<file path="src/rtl/insn_dec_pkg.sv">
package insn_dec_pkg;
  localparam int WORD_W = 16;
  localparam int REG_AW = 5;
  localparam int IMM_W  = 8;
  localparam int RR_OPC_W  = 6;
  localparam int IMM_OPC_W = 4;

  typedef enum logic [2:0] {
    OP_PASS = 3'd0,
    OP_ADD  = 3'd1,
    OP_ADC  = 3'd2,
    OP_SUB  = 3'd3,
    OP_SBC  = 3'd4,
    OP_AND  = 3'd5,
    OP_OR   = 3'd6,
    OP_XOR  = 3'd7
  } alu_op_e;

  typedef struct packed {
    alu_op_e            op;
    logic [REG_AW-1:0]  rd;
    logic [REG_AW-1:0]  rs;
    logic [IMM_W-1:0]   imm;
    logic               use_imm;
    logic               wb;
    logic               flg;
    logic               bad;
  } dec_t;

  // register-register opcodes, word bits 15:10
  localparam logic [RR_OPC_W-1:0] RR_ADD = 6'b000011;
  localparam logic [RR_OPC_W-1:0] RR_ADC = 6'b000111;
  localparam logic [RR_OPC_W-1:0] RR_SUB = 6'b000110;
  localparam logic [RR_OPC_W-1:0] RR_SBC = 6'b000010;
  localparam logic [RR_OPC_W-1:0] RR_CMP = 6'b000101;
  localparam logic [RR_OPC_W-1:0] RR_CMC = 6'b000001;
  localparam logic [RR_OPC_W-1:0] RR_AND = 6'b001000;
  localparam logic [RR_OPC_W-1:0] RR_OR  = 6'b001010;
  localparam logic [RR_OPC_W-1:0] RR_XOR = 6'b001001;

  // register-constant opcodes, word bits 15:12
  localparam logic [IMM_OPC_W-1:0] IM_LOAD = 4'b1110;
  localparam logic [IMM_OPC_W-1:0] IM_SUB  = 4'b0101;
  localparam logic [IMM_OPC_W-1:0] IM_OR   = 4'b0110;
  localparam logic [IMM_OPC_W-1:0] IM_AND  = 4'b0111;
endpackage

</file>
<file path="src/rtl/rr_group_dec.sv">
module rr_group_dec
  import insn_dec_pkg::*;
(
  input  logic [WORD_W-1:0] word_i,
  output logic              hit_o,
  output dec_t              dec_o
);
  localparam int OPC_LSB = WORD_W - RR_OPC_W;

  logic [RR_OPC_W-1:0] opc;
  assign opc = word_i[WORD_W-1:OPC_LSB];

  always_comb begin
    dec_o         = '0;
    hit_o         = 1'b1;
    dec_o.rd      = word_i[8:4];
    dec_o.rs      = {word_i[9], word_i[3:0]};
    dec_o.wb      = 1'b1;
    dec_o.flg     = 1'b1;
    unique case (opc)
      RR_ADD: dec_o.op = OP_ADD;
      RR_ADC: dec_o.op = OP_ADC;
      RR_SUB: dec_o.op = OP_SUB;
      RR_SBC: dec_o.op = OP_SBC;
      RR_CMP: begin dec_o.op = OP_SUB; dec_o.wb = 1'b0; end
      RR_CMC: begin dec_o.op = OP_SBC; dec_o.wb = 1'b0; end
      RR_AND: dec_o.op = OP_AND;
      RR_OR:  dec_o.op = OP_OR;
      RR_XOR: dec_o.op = OP_XOR;
      default: begin
        hit_o = 1'b0;
        dec_o = '0;
      end
    endcase
  end
endmodule

</file>
<file path="src/rtl/imm_group_dec.sv">
module imm_group_dec
  import insn_dec_pkg::*;
(
  input  logic [WORD_W-1:0] word_i,
  output logic              hit_o,
  output dec_t              dec_o
);
  localparam int OPC_LSB  = WORD_W - IMM_OPC_W;
  localparam int HALF_IMM = IMM_W / 2;
  localparam int FLD_W    = REG_AW - 1;

  logic [IMM_OPC_W-1:0] opc;
  logic [FLD_W-1:0]     rfield;
  assign opc    = word_i[WORD_W-1:OPC_LSB];
  assign rfield = word_i[HALF_IMM+FLD_W-1:HALF_IMM];

  always_comb begin
    dec_o         = '0;
    hit_o         = 1'b1;
    dec_o.rd      = {1'b1, rfield};
    dec_o.imm     = {word_i[OPC_LSB-1:OPC_LSB-HALF_IMM], word_i[HALF_IMM-1:0]};
    dec_o.use_imm = 1'b1;
    dec_o.wb      = 1'b1;
    dec_o.flg     = 1'b1;
    unique case (opc)
      IM_LOAD: begin dec_o.op = OP_PASS; dec_o.flg = 1'b0; end
      IM_SUB:  dec_o.op = OP_SUB;
      IM_OR:   dec_o.op = OP_OR;
      IM_AND:  dec_o.op = OP_AND;
      default: begin
        hit_o = 1'b0;
        dec_o = '0;
      end
    endcase
  end
endmodule

</file>
<file path="src/rtl/dec_merge.sv">
module dec_merge
  import insn_dec_pkg::*;
(
  input  logic rr_hit_i,
  input  dec_t rr_dec_i,
  input  logic im_hit_i,
  input  dec_t im_dec_i,
  output dec_t dec_o
);
  always_comb begin
    if (rr_hit_i)      dec_o = rr_dec_i;
    else if (im_hit_i) dec_o = im_dec_i;
    else begin
      dec_o     = '0;
      dec_o.bad = 1'b1;
    end
  end
endmodule

</file>
<file path="src/rtl/insn_decoder.sv">
module insn_decoder
  import insn_dec_pkg::*;
#(
  parameter bit OUT_REG = 1'b1
) (
  input  logic                    clk,
  input  logic                    rst,
  input  logic [WORD_W-1:0]       insn_i,
  output logic [2:0]              alu_op_o,
  output logic [REG_AW-1:0]       rd_o,
  output logic [REG_AW-1:0]       rs_o,
  output logic [IMM_W-1:0]        imm_o,
  output logic                    use_imm_o,
  output logic                    wb_en_o,
  output logic                    flag_en_o,
  output logic                    bad_o
);
  logic rr_hit, im_hit;
  dec_t rr_dec, im_dec, mrg, q;

  rr_group_dec  u_rr  (.word_i(insn_i), .hit_o(rr_hit), .dec_o(rr_dec));
  imm_group_dec u_imm (.word_i(insn_i), .hit_o(im_hit), .dec_o(im_dec));
  dec_merge     u_mrg (.rr_hit_i(rr_hit), .rr_dec_i(rr_dec),
                       .im_hit_i(im_hit), .im_dec_i(im_dec), .dec_o(mrg));

  generate
    if (OUT_REG) begin : g_reg
      always_ff @(posedge clk) begin
        if (rst) q <= '0;
        else     q <= mrg;
      end
    end else begin : g_comb
      assign q = mrg;
    end
  endgenerate

  assign alu_op_o  = q.op;
  assign rd_o      = q.rd;
  assign rs_o      = q.rs;
  assign imm_o     = q.imm;
  assign use_imm_o = q.use_imm;
  assign wb_en_o   = q.wb;
  assign flag_en_o = q.flg;
  assign bad_o     = q.bad;

  // the two group decoders never claim the same word (R9 priority)
  a_r9_groups_disjoint: assert property (@(posedge clk) disable iff (rst)
    !(rr_hit && im_hit));
  // unknown words stay quiet
  a_r9_bad_quiet: assert property (@(posedge clk) disable iff (rst)
    bad_o |-> (!wb_en_o && !flag_en_o && !use_imm_o));
  // constant forms always address the upper register half
  a_r6_imm_upper: assert property (@(posedge clk) disable iff (rst)
    use_imm_o |-> rd_o[REG_AW-1]);
  // flag update without write-back only for compares
  a_r5_cmp_no_wb: assert property (@(posedge clk) disable iff (rst)
    (flag_en_o && !wb_en_o) |->
      (alu_op_o == OP_SUB || alu_op_o == OP_SBC) && !use_imm_o);
  // write-back without flags only for load constant
  a_r7_load_no_flags: assert property (@(posedge clk) disable iff (rst)
    (wb_en_o && !flag_en_o) |-> (alu_op_o == OP_PASS && use_imm_o));
endmodule

</file>
<file path="config.mk">
export PLATFORM = sky130hd
export DESIGN_NAME = insn_decoder
export DESIGN_NICKNAME = d
export VERILOG_FILES = /design/src/rtl/insn_dec_pkg.sv /design/src/rtl/rr_group_dec.sv /design/src/rtl/imm_group_dec.sv /design/src/rtl/dec_merge.sv /design/src/rtl/insn_decoder.sv
export SDC_FILE = /design/constraint.sdc
export NUM_CORES = 1
export LEC_CHECK = 0
export BUFFER_PORTS_ARGS = -buffer_cell sky130_fd_sc_hd__buf_2
export CAP_MARGIN = 0
export CORE_MARGIN = 2
export CORE_UTILIZATION = 43
export CTS_CLUSTER_DIAMETER = 100
export DETAILED_ROUTE_END_ITERATION = 10
export PLACE_DENSITY_LB_ADDON = 0.3
export SYNTH_ARGS = -nofsm -noshare
export SYNTH_HDL_FRONTEND = slang
export SYNTH_SLANG_ARGS = --single-unit
</file>
<file path="constraint.sdc">
create_clock -name clk -period 1.4 [get_ports clk]
set_input_delay 0.21 -clock clk [delete_from_list [all_inputs] [get_ports clk]]
set_output_delay 0.21 -clock clk [all_outputs]
set_load 0.005 [all_outputs]
</file>
# ---- After elaboration in Yosys (flattened, before gate mapping)
# Cells that the tools add are included.
dict set report word_totals {
  register_bits 25
  inputBits 18
  output_inout_bits 25
  elab_cells 38
}
dict set report op_classes {
  n_eq_ne 13
  n_mux 11
  n_reduce_logical 6
}
# operator n
set ops {}
lappend ops {{$mux 25} 2}
lappend ops {{$pmux 3 s7} 1}
lappend ops {{$mux 20} 1}
lappend ops {{$mux 19} 1}
lappend ops {{$eq 6x3->1 const B} 3}
lappend ops {{$eq 6x4->1 const B} 3}
lappend ops {{$eq 4x3->1 const B} 3}
lappend ops {{$eq 6x2->1 const B} 2}
lappend ops {{$pmux 3 s3} 1}
lappend ops {{$reduce_or 9->1} 1}
lappend ops {{$reduce_or 7->1} 1}
lappend ops {{$eq 6x1->1 const B} 1}
lappend ops {{$eq 4x4->1 const B} 1}
lappend ops {{$mux 1} 4}
lappend ops {{$reduce_or 2->1} 2}
lappend ops {{$reduce_or 4->1} 1}
lappend ops {{$reduce_or 3->1} 1}
lappend ops {{$mux 2} 1}

# ---- Depth between registers and ports, before layout
dict set report logic_depth {
  ltp_word 5
  depth_mapped 5
  ltp_nobuf 4
}

# ---- By module
# From an unflattened synthesis, not the netlist that was laid out.
dict set report hier_totals {
  hier_cells 174
  hier_area_um2 1544.0
}
# mod instances cells_each area_per_inst_um2 seq_area_each_um2
set modules_own_cells {}
lappend modules_own_cells {insn_decoder 1 52 673.1 500.5}
lappend modules_own_cells {imm_group_dec 1 48 314.1 0.0}
lappend modules_own_cells {dec_merge 1 37 290.3 0.0}
lappend modules_own_cells {rr_group_dec 1 37 266.5 0.0}

# ---- Worst setup path before layout
# Ideal clock, no wire load.
dict set report synth_timing {
  path_kind {input to register}
  from {input insn_i[11]}
  to {register q (netlist bit rs_o[0])}
  setup_ps 115
  arrival_time_ps 1025
  required_ps 1285
  setup_slack_ps 260
  stages 4
  path_buffers 1
  cell_sequence {buf_2 or3_4 o211a_1 and2_1}
}
dict set report synth_between {
  elab_chain_len 4
  elab_cells_between_ends 13
  cone_classes {eq/ne (9); mux (3); reduce/logical (1)}
}
# item line
set synth_lines {}
lappend synth_lines {{start, declared} insn_decoder.sv:8} ;# input logic [WORD_W-1:0] insn_i,
lappend synth_lines {{$eq 6x2->1 (tied with other cells)} rr_group_dec.sv:20} ;# unique case (opc)
lappend synth_lines {{$reduce_or 9->1 (no line) *} -}
lappend synth_lines {{$mux 19 or $mux 1 (tied branches)} rr_group_dec.sv:20}
lappend synth_lines {{$mux 25 *} dec_merge.sv:11} ;# if (rr_hit_i) dec_o = rr_dec_i;
lappend synth_lines {{end signal, assigned} insn_decoder.sv:30} ;# else q <= mrg;
lappend synth_lines {{end, declared} insn_decoder.sv:19} ;# dec_t rr_dec, im_dec, mrg, q;
# Every way passes the cells marked *; elsewhere a longest branch is shown, timed or not.
# A chain may end at the register's enable or synchronous reset.

# ---- Worst setup path in the final report
dict set report layout_timing {
  from {register q (netlist bit bad_o)}
  to {output bad_o}
}
# item line
set layout_rtl {}
lappend layout_rtl {{end, declared} insn_decoder.sv:16} ;# output logic bad_o
# No word-level cell between the ends.

==> flow_metrics.tcl <==
set metrics [dict create \
    critPathBufInv 1 \
    crit_required_ns 1.19 \
    fin_cells 153 \
    cts_buffer_depth 2 \
    synth_seq_cells 25 \
    fillers 203 \
    insertedDiodeCount 0 \
    syn_nets 102 \
    cts_setup_buffers 0 \
    clkTransAtPathRegs_ns 0.14 \
    cp-endpoint "bad_o" \
    powerDensity_nw_per_um2 1050 \
    fin_total_pwr_w 0.00120 \
    synth_enable_flop_cells 0 \
    post_cts_resized 0 \
    vias 723 \
    hp-class "in -> reg" \
    cts_buffers 3 \
    grt_pass1_wl_um 2860 \
    drt_wl_total_um 1710 \
    p_clk_share_pct 26.2 \
    synth_area_leaders "dfxtp_1 (56%), and2_1 (9.1%), a21boi_0 (3.4%)" \
    rsz0062_at_grt "false" \
    cts_root_buf "clkbuf_4" \
    min_from "insn_i[0]" \
    synthTopCellsByCount "dfxtp_1 (25), and2_1 (13), nor2_1 (5), o21ai_0 (5), a21boi_0 (4)" \
    worstPathCellList "buf_2" \
    drive_gt1_share_pct 42.9 \
    synthFlopType "dfxtp_1" \
    hold_violations 0 \
    wl_met2_um 862 \
    dp_cells 149 \
    maxSlewViolCount 0 \
    yosysUniqueCellTypes 31 \
    crit_fanout 1 \
    coreArea_um2 1960 \
    htreeDepth 1 \
    dieArea_um2 2450 \
    vdd_drop_max_mv 0.577 \
    yosysMostFrequentCell "dfxtp_1" \
    max_stage_delay_ns 0.35 \
    first_global_vias 665 \
    wl_per_cell_um 11.2 \
    place.gp.congestion 0.837 \
    drtIter0Drc 13 \
    netlist_area_um2 890 \
    die_h_um 49.5 \
    critical_path_class "reg -> out" \
    drc 0 \
    overflow 0 \
    nets 145 \
    top_layer_used "met4" \
    leakage_nw 0.562 \
    fin_crit_sh_pct 69.8 \
    grt_start_max_net_pins 16 \
    grt_usage_pct 15.2 \
    end_kind "output pin" \
    layout_min_cycle_time_ns 0.977 \
    outcome "finished, final reports clean" \
    tightestPinTransition_ns 0.411 \
    crit_start "bad_o" \
    port_buffers 42 \
    wl_met1_um 709 \
    slowest_stage "dfxtp_1" \
    seq_area_frac_synth_pct 56.3 \
    p_comb_share_pct 11.5 \
    maxCapViolCount 0 \
    cp-start-kind "flop" \
    cts_tree "yes" \
    cts.sinks 25 \
    drtAntennaViolNets 0 \
    synthCells 84 \
    place_hpwl_um 1320 \
    fmax_mhz 1020 \
    crit_arrival_ns 0.77 \
    switching_share_pct 23.7 \
    async_flop_share_pct 0 \
    syn_to_final_growth_pct 28.1 \
    synth_top_cell_by_area "dfxtp_1" \
    vias_per_cell 4.73 \
    dr.pass1.iters 4 \
    die_w_um 49.5 \
    internal_power_w 0.000914 \
    critPathTopFamily "flip-flops" \
    seq_power_share_pct 62.3 \
    wl_met3_um 109 \
    antenna_found_initial 0 \
    power.switching_w 0.000283 \
    synth.yosys.warnings 0 \
    synth_area_per_cell_um2 10.6 \
    hold_buffers 0 \
    start_util_pct 45.3 \
    finalSetupViolations 0 \
    rows 16 \
    setup_tns_ns 0 \
    io_pins 43 \
    cp_num_cells 1 \
    slew_headroom_pct 72.6 \
    synth_top_area_share_pct 56.3 \
]
[how the worst min path moves through the flow]
| stage | endpoint | slack, ns | cells after the start |
|---|---|---|---|
| CTS | rs_o[0] | 0.1 | 2 |
| floorplan | imm_o[0] | 0.33 | 1 |
| global route | rs_o[2] | 0.1 | 2 |
| finish | rs_o[0] | 0.1 | 2 |
| detailed placement | rs_o[0] | 0.43 | 2 |
| global placement | imm_o[0] | 0.42 | 2 |
[logic make-up after synthesis]
kind of cell              share of synthesized area, %
xor gates and xnor gates                          1.97
DFF                                               56.3
AOI/OAI and AO/OA                                 14.9
and+or+nand+nor                                   22.8
buffers and inverters                             4.08
[cell usage in the layout (no fill, tap or decap), drive strengths merged, types with 2 or more instances in the layout]
cell type  instances
inv                2
o211ai             2
dfxtp             25
a21oi              3
o21ai              5
nor2               5
buf               42
nor4               3
clkbuf             3
and2              13
nand2b             2
a21boi             4
[layer usage]
| layer | track usage, % | up-vias |
|---|---|---|
| met5 | 0 | - |
| met4 | 8.33 | 0 |
| met3 | 3.64 | 2 |
| met2 | 26.4 | 23 |
| met1 | 17.2 | 326 |
| li1 | - | 372 |
[layout make-up]
cell class	instances	area, um2	share of cell area (%)
Sequential cell	25	500	43.9
Multi-Input combinational cell	52	353	31.0
Timing Repair Buffer	42	210	18.4
Tap cell	27	33.8	2.96
Clock buffer	3	22.5	1.98
Inverter	3	12.5	1.10
Clock inverter	1	7.51	0.659
[flip-flops by register name, indices dropped and copies added (netlist names)]
| name | count |
|---|---|
| imm_o | 8 |
| bad_o | 1 |
| use_imm_o | 1 |
| alu_op_o | 3 |
| rd_o | 5 |
| flag_en_o | 1 |
| rs_o | 5 |
| wb_en_o | 1 |
[per-stage QoR]
step | setup slack [ns] | hold slack (ns) | util [%] | instance area (um2)
after floorplan | 0.260 | 0.332 | - | 890
after global placement | 0.167 | 0.425 | 56.6 | 1110
after global routing | 0.376 | 0.0957 | 58.1 | 1140
final | 0.423 | 0.0989 | 58.1 | 1140
after detailed placement | 0.131 | 0.428 | 56.6 | 1110
after CTS | 0.414 | 0.0961 | 58.1 | 1140
[power groups by stage]
stage	combinational, W	clock, W	sequential [W]
2_1_floorplan	0.0000699	0	0.000767
3_5_place_dp	0.000139	0	0.000762
6_report	0.000138	0.000314	0.000746
3_3_place_gp	0.000136	0	0.000761
4_1_cts	0.000139	0.000323	0.000746
5_1_grt	0.000154	0.000350	0.000749
No activity file was read; power rests on OpenSTA's default activity.
